**config.mk**
```make
export PLATFORM = sky130hd
export DESIGN_NAME = pp_ext_ctrl
export DESIGN_NICKNAME = d
export VERILOG_FILES = /design/src/rtl/pp_ext_pkg.sv /design/src/rtl/pp_fifo_stat.sv /design/src/rtl/pp_fault_edge.sv /design/src/rtl/pp_ext_ctrl.sv
export SDC_FILE = /design/constraint.sdc
export NUM_CORES = 1
export LEC_CHECK = 0
export ABC_AREA = 1
export BUFFER_PORTS_ARGS = -buffer_cell sky130_fd_sc_hd__buf_4
export CORE_MARGIN = 2
export CORE_UTILIZATION = 36
export DETAILED_ROUTE_END_ITERATION = 12
export GPL_TIMING_DRIVEN = 0
export PLACE_DENSITY_LB_ADDON = 0.15
export SKIP_CTS_REPAIR_TIMING = 1
export SLEW_MARGIN = 20
export SYNTH_ARGS = -nofsm -noshare
export SYNTH_HDL_FRONTEND = slang
export SYNTH_SLANG_ARGS = --single-unit
```
**constraint.sdc**
```tcl
create_clock -name clk -period 1.4 [get_ports clk]
set_clock_uncertainty 0.2 [all_clocks]
set_input_delay 0.28 -clock clk [delete_from_list [all_inputs] [get_ports clk]]
set_output_delay 0.28 -clock clk [all_outputs]
set_load 0.005 [all_outputs]
```
**src/rtl/pp_ext_pkg.sv**
```systemverilog
package pp_ext_pkg;

    typedef enum logic [2:0] {
        MD_PLAIN = 3'b000,
        MD_BIDIR = 3'b001,
        MD_FOUT  = 3'b010,
        MD_ECP   = 3'b011,
        MD_EPP   = 3'b100,
        MD_RSVD  = 3'b101,
        MD_FTEST = 3'b110,
        MD_CONF  = 3'b111
    } port_mode_e;

    typedef struct packed {
        logic [2:0] mode;
        logic       err_en_n;
        logic       dma_en;
        logic       svc_en_n;
        logic       svc_irq;
        logic       err_irq;
    } ctl_state_t;

    localparam ctl_state_t CTL_RESET = '{
        mode:     MD_EPP,
        err_en_n: 1'b1,
        dma_en:   1'b0,
        svc_en_n: 1'b1,
        svc_irq:  1'b0,
        err_irq:  1'b0
    };

    function automatic logic is_hub(input logic [2:0] m);
        return (m == MD_PLAIN) || (m == MD_BIDIR);
    endfunction

    function automatic logic uses_fifo(input logic [2:0] m);
        return (m == MD_FOUT) || (m == MD_ECP) || (m == MD_FTEST);
    endfunction

    function automatic logic [2:0] pick_mode(input logic [2:0] cur, input logic [2:0] req);
        if (is_hub(cur) || is_hub(req)) return req;
        return cur;
    endfunction

endpackage

```
**src/rtl/pp_fifo_stat.sv**
```systemverilog
module pp_fifo_stat
    import pp_ext_pkg::*;
#(
    parameter int unsigned DEPTH  = 16,
    parameter int unsigned THRESH = 8,
    localparam int unsigned CW    = $clog2(DEPTH + 1)
) (
    input  logic [2:0]    mode,
    input  logic [CW-1:0] count,
    input  logic          dma_en,
    input  logic          dir_eff,
    input  logic          dma_tc,
    output logic          empty_bit,
    output logic          full_bit,
    output logic          svc_cond
);
    localparam logic [CW-1:0] DEPTH_C  = CW'(DEPTH);
    localparam logic [CW-1:0] THRESH_C = CW'(THRESH);

    logic [CW-1:0] free_slots;
    logic          fifo_active;

    always_comb begin
        fifo_active = uses_fifo(mode);
        free_slots  = DEPTH_C - count;
        empty_bit   = fifo_active ? (count == '0) : 1'b1;
        full_bit    = fifo_active ? (count == DEPTH_C) : 1'b0;
        if (dma_en) begin
            svc_cond = dma_tc;
        end else if (dir_eff) begin
            svc_cond = (count >= THRESH_C);
        end else begin
            svc_cond = (free_slots >= THRESH_C);
        end
    end

endmodule

```
**src/rtl/pp_fault_edge.sv**
```systemverilog
module pp_fault_edge (
    input  logic clk,
    input  logic rst_n,
    input  logic fault_n,
    output logic fall
);
    typedef struct packed {
        logic meta;
        logic sync;
        logic prev;
    } fe_state_t;

    fe_state_t st_d, st_q;

    always_comb begin
        st_d      = st_q;
        st_d.meta = fault_n;
        st_d.sync = st_q.meta;
        st_d.prev = st_q.sync;
        fall      = st_q.prev & ~st_q.sync;
    end

    always_ff @(posedge clk or negedge rst_n) begin
        if (!rst_n) st_q <= '{meta: 1'b1, sync: 1'b1, prev: 1'b1};
        else        st_q <= st_d;
    end

    a_r10_fall_single: assert property (@(posedge clk) disable iff (!rst_n)
        fall |=> !fall);

endmodule

```
**src/rtl/pp_ext_ctrl.sv**
```systemverilog
module pp_ext_ctrl
    import pp_ext_pkg::*;
#(
    parameter int unsigned DEPTH  = 16,
    parameter int unsigned THRESH = 8,
    localparam int unsigned CW    = $clog2(DEPTH + 1)
) (
    input  logic          clk,
    input  logic          rst_n,
    input  logic          wr_en,
    input  logic [7:0]    wr_data,
    output logic [7:0]    rd_data,
    input  logic [CW-1:0] fifo_count,
    input  logic          fault_n,
    input  logic          dma_tc,
    input  logic          dir_in,
    output logic [2:0]    mode_o,
    output logic          fifo_empty_o,
    output logic          fifo_full_o,
    output logic          svc_irq,
    output logic          err_irq,
    output logic          dma_req,
    output logic          dma_oe,
    output logic          dir_out
);
    ctl_state_t st_d, st_q;
    logic       dir_eff;
    logic       svc_cond;
    logic       fault_fall;
    logic       empty_bit, full_bit;

    assign dir_eff = ((st_q.mode == MD_PLAIN) || (st_q.mode == MD_FOUT)) ? 1'b0 : dir_in;

    pp_fifo_stat #(.DEPTH(DEPTH), .THRESH(THRESH)) u_stat (
        .mode      (st_q.mode),
        .count     (fifo_count),
        .dma_en    (st_q.dma_en),
        .dir_eff   (dir_eff),
        .dma_tc    (dma_tc),
        .empty_bit (empty_bit),
        .full_bit  (full_bit),
        .svc_cond  (svc_cond)
    );

    pp_fault_edge u_fault (
        .clk     (clk),
        .rst_n   (rst_n),
        .fault_n (fault_n),
        .fall    (fault_fall)
    );

    always_comb begin
        st_d         = st_q;
        st_d.svc_irq = svc_cond & ~st_q.svc_en_n;
        st_d.err_irq = fault_fall & ~st_q.err_en_n & (st_q.mode == MD_ECP);
        if (wr_en) begin
            st_d.mode     = pick_mode(st_q.mode, wr_data[7:5]);
            st_d.err_en_n = wr_data[4];
            st_d.dma_en   = wr_data[3];
            st_d.svc_en_n = wr_data[2];
        end
        if (st_d.svc_irq) st_d.svc_en_n = 1'b1;
    end

    always_ff @(posedge clk or negedge rst_n) begin
        if (!rst_n) st_q <= CTL_RESET;
        else        st_q <= st_d;
    end

    assign rd_data      = {st_q.mode, st_q.err_en_n, st_q.dma_en, st_q.svc_en_n, full_bit, empty_bit};
    assign mode_o       = st_q.mode;
    assign fifo_empty_o = empty_bit;
    assign fifo_full_o  = full_bit;
    assign svc_irq      = st_q.svc_irq;
    assign err_irq      = st_q.err_irq;
    assign dma_oe       = st_q.dma_en;
    assign dma_req      = st_q.dma_en & ~st_q.svc_en_n;
    assign dir_out      = dir_eff;

    a_r8_svc_single: assert property (@(posedge clk) disable iff (!rst_n)
        svc_irq |=> !svc_irq);
    a_r8_svc_rearm: assert property (@(posedge clk) disable iff (!rst_n)
        svc_irq |-> rd_data[2]);
    a_r3_mode_locked: assert property (@(posedge clk) disable iff (!rst_n)
        (!is_hub($past(mode_o)) && (mode_o != $past(mode_o))) |-> is_hub(mode_o));
    a_r9_dma_gate: assert property (@(posedge clk) disable iff (!rst_n)
        !dma_oe |-> !dma_req);
    a_r11_dir_forced: assert property (@(posedge clk) disable iff (!rst_n)
        ((mode_o == MD_PLAIN) || (mode_o == MD_FOUT)) |-> !dir_out);
    a_r5_status_exclusive: assert property (@(posedge clk) disable iff (!rst_n)
        !(fifo_empty_o && fifo_full_o));
    a_r10_err_ecp_only: assert property (@(posedge clk) disable iff (!rst_n)
        err_irq |-> ($past(mode_o) == MD_ECP));

endmodule

```
[Word-level counts from Yosys, hierarchy flattened]
Cells that the tools add are included.
Storage, ports and cells
  flip-flop bits (word level): 11
  input bits: 19
  logic and storage cells: 47
Operators by class
  add/subtract/negate cells: 1
  order comparisons: 2
  eq/ne operators: 6
  mux-type cells: 10
  bitwise logic cells: 8
  reductions and logical operators: 11
Operators by type and width (number)
  $ge A5 B4 Y1 const B: 2
  $mux W1: 9
  $eq A3 B1 Y1 const B: 2
  $eq A3 B2 Y1 const B: 2
  $logic_not A3 Y1: 2
  $logic_or A1 B1 Y1: 6
  $and A1 B1 Y1: 5
  $eq A5 B5 Y1 const B: 1
  $logic_not A5 Y1: 1
  $sub A5 B5 Y5 const A: 1
  $eq A3 B3 Y1 const B: 1
  $mux W3: 1
  $not A1 Y1: 3
  $reduce_and A2 Y1: 1
  $reduce_bool A2 Y1: 1

[Logic depth before layout (Yosys ltp)]
  depth after elaboration: 7
  mapped depth: 9

[Hierarchy]
A second synthesis with hierarchy kept.
Unflattened totals
  cells, all modules: 75
  area total of the unflattened synthesis: 618.1 sq um
Modules (own cells, without submodules)
  pp_ext_ctrl: instances 1, cells an instance 48, area an instance 419.2 sq um
  pp_fifo_stat: instances 1, cells an instance 22, area an instance 110.1 sq um
  pp_fault_edge: instances 1, cells an instance 5, area an instance 88.8 sq um

[Worst setup path after synthesis]
Ideal clock, no wire load.
  kind: register -> output
  from: reg st_q, in the netlist mode_o[2]
  to: out rd_data[0]
  arrival time: 1.005 ns
  slack: -0.085 ns
  stages on the path, launching flop included: 5
  path buffers: 1
  cell sequence: dfstp_2 inv_1 o21ai_1 or2_1 buf_4
Between the ends
  cells in the longest elaborated chain, start to end: 4
  elaborated cells between the ends (all ways): 6
RTL lines
  start: declaration: RTL line pp_ext_ctrl.sv:26  | ctl_state_t st_d, st_q;
  start signal: assignment: RTL line pp_ext_ctrl.sv:67  | else st_q <= st_d;
  $eq A3 B2 Y1: RTL line pp_ext_pkg.sv:37  | return (m == MD_FOUT) || (m == MD_ECP) || (m == MD_FTEST);
  $logic_or A1 B1 Y1: RTL line pp_ext_pkg.sv:37
  $logic_or A1 B1 Y1 (*): RTL line pp_ext_pkg.sv:37
  $mux W1 (*): RTL line pp_fifo_stat.sv:26  | empty_bit = fifo_active ? (count == '0) : 1'b1;
  end: declaration: RTL line pp_ext_ctrl.sv:12  | output logic [7:0] rd_data,
Mark *: on every way between the ends. The rest lies on a longest branch, timed or not.

[Worst setup path in the final report]
Ends and elaborated chain as after synthesis.

==> impl_metrics.yaml <==
global_routing:
  antenna_found_initial: 0
  first_global_vias: 495
  gr-usage-met1: 0.137
  globalRouteOverflowTotal: 0
  grt_usage: 0.135
  top_usage_layer: "met2"
  use_met3: 0.0640
  grt_start_max_net_pins: 12
  grt_pass1_wl_um: 1920
  grt_use_met2: 0.246
pwr:
  switching_power_mw: 0.479
  p_leak_nw: 0.547
  p_int_mw: 1.00
  seqPwrFrac: 0.350
  p_clk_frac: 0.144
  powerDensity_nw_per_um2: 1460
  p_sw_frac: 0.324
  p_comb_frac: 0.506
  vdd_drop_max_mv: 1.04
worst_setup_path:
  r2r_slack_ps: 40
  cp.arrival_ps: 1360
  startpoint_type: "register"
  crit_fanout: 6
  endpoint_kind: "output port"
  reg2regPathDepth: 6
  path_cells: "inv_2 > o21ai_2 > or2_1 > buf_4 > buf_6"
  required_ps: 920
  crit_path_max_incr_delay_ps: 590
  worstSetupPathType: "reg -> out"
  cp_slowest_cell: "dfstp_2"
  r2r_start: "mode_o[2]"
  reg2reg_to: "mode_o[0]"
floorplan:
  die-width_um: 44.7
  coreArea_um2: 1520
  die_y_um: 44.7
  start_util: 0.392
  rows: 14
  die_area_um2: 2000
  io_pins: 37
sta:
  setup_viol: 12
  finalSetupTns_ps: -2360
  slew_headroom: 0.888
  finalHoldViolCount: 0
  finalWorstSetupSlack_ps: -438
  rsz0062_at_grt: "yes"
  slew_viol_final: 0
  fmax_ghz: 0.544
  fin_crit_ps: 1840
  min_period_over_period: 1.31
  worst_pin_slew_ps: 163
  holdWs_ps: 21.7
synth:
  synth_edf_count: 0
  synth_seq_cells: 11
  yosysTopAreaCellShare: 0.264
  netlist_area_um2: 597
  yosys_warnings: 0
  synth_top_flop_cell: "dfstp_2"
  synth_common_cells: "17 x nand2_1, 10 x inv_1, 8 x nor2_1, 6 x buf_4, 6 x dfstp_2"
  yosys-top-cells-area: "dfstp_2 26%, dfrtp_1 21%, nand2_1 11%, buf_4 7.5%, inv_1 6.3%"
  synth_most_common_cell: "nand2_1"
  avgSynthCellArea_um2: 8.29
  synthDistinctLibCells: 19
  synth_nets: 93
  yosys.area.top_type: "dfstp_2"
  syn_inst: 72
  async_reset_ff_frac: 1.00
  ys_seq_area_frac: 0.474
clocking:
  clockRootBuffer: "clkbuf_4"
  clock_latency_ps: 260
  cts_sinks: 11
  clockBufferDepth: 2
  cts_tree: "built"
  numCtsBuffers: 3
  h-tree-depth: 1
  cts.clk_slew.worst_paths_ps: 70
drt:
  drt-initial-drc-count: 1
  viasPerCell: 4.42
  drt_pass1_iterations: 3
  post_drt_wl_per_cell_um: 10.7
  ant_nets: 0
  drc: 0
  vias: 579
  drt-total-wl_um: 1410
outcome:
  status: "complete, but fails checks"
  violations: "negative setup slack"
final_layout:
  n_antenna_cell: 0
  area_delta_synth_final_pct: 69.6
  seq_area_um2: 285
  multi_input_area_um2: 246
  n_fill_cell: 129
  nets: 137
  drive_above_1_share: 0.565
placed_design:
  place.gp.congestion: 0.768
  portBuffers: 33
  dp_hpwl_um: 995
min_path:
  min_from: "wr_data[4]"
  hold-path-cell-count: 3
  holdPathEnd: "rd_data[4]"
  hold_path_class: "in -> reg"
run:
  maxCapViolCount: 0
## cell families after synthesis
group	synth area share
compound gates	0.0461
fa+ha+maj	0.0419
buf+inv	0.153
flops	0.474
mux	0.0168
simple gates	0.268
## sequential cells by signal, summed over array words and instances, names as in the netlist
| register | count |
|---|---|
| dma_oe | 1 |
| rd_data | 2 |
| u_fault.st_q | 1 |
| err_irq | 1 |
| svc_irq | 1 |
| mode_o | 3 |
| u_fault.st_d | 2 |
## cells in the final DEF, fill, tap and decap left out, types with 2 or more instances in the layout
cell           instances
buf_6                 12
clkbuf_4               3
ha_1                   2
o21ai_1                2
dfrtp_2                2
nand3_1                4
nor2_1                 6
buf_4                 31
nand2_2                3
dfstp_2                6
nor2_2                 2
dfrtp_1                3
nand2_1               16
dlygate4sd3_1          2
inv_1                  9
## cell type report
| class | count | area share |
|---|---|---|
| buffer | 7 | 0.0643 |
| inverter | 11 | 0.0408 |
| clock buffer | 4 | 0.0260 |
| timing repair buffer | 39 | 0.324 |
| sequential | 11 | 0.282 |
| multi-input combinational | 43 | 0.244 |
| tap | 16 | 0.0198 |
## worst max path at each step
stage	from	slack (ps)	end	cells after the start
after floorplan	mode_o[2]	-80	rd_data[0]	4
after global placement	fifo_count[3]	-260	rd_data[0]	8
after detailed placement	fifo_count[3]	-270	rd_data[0]	8
after CTS	mode_o[2]	-490	rd_data[0]	5
after global routing	mode_o[2]	-510	rd_data[0]	5
final	mode_o[2]	-440	rd_data[0]	5
## worst max-delay path, delay by kind of cell, from the launching register on
| family | cells | cell delay [ps] |
|---|---|---|
| compound gates | 1 | 130 |
| buf+inv | 3 | 240 |
| flops | 1 | 590 |
| simple gates | 1 | 140 |
## power by group through the flow
stage	Combinational, mW	Sequential, mW	Clock [mW]
2_1_floorplan	0.286	0.488	0
3_3_place_gp	0.570	0.507	0
3_5_place_dp	0.580	0.507	0
4_1_cts	0.581	0.502	0.225
5_1_grt	0.809	0.532	0.242
6_report	0.748	0.517	0.213
## layer usage
| layer | part of all wire | wire length (um) | vias up |
|---|---|---|---|
| met4 | 0.0064 | 9 | 0 |
| met2 | 0.55 | 769 | 23 |
| met1 | 0.35 | 498 | 255 |
| met5 | 0 | 0 | - |
| met3 | 0.093 | 131 | 2 |
| li1 | - | - | 299 |
## stage by stage
step / setup slack (ps) / cell area (um2) / utilization / total power, mW / std cells
2_1_floorplan: -75.6 / 603 / - / 0.775 / 72
3_3_place_gp: -264 / 871 / 0.571 / 1.08 / 121
3_5_place_dp: -273 / 871 / 0.571 / 1.09 / 121
4_1_cts: -487 / 897 / 0.589 / 1.31 / 125
5_1_grt: -506 / 1010 / 0.664 / 1.58 / 131
6_report: -438 / 1010 / 0.664 / 1.48 / 131
No activity file was read; power rests on OpenSTA's default activity.
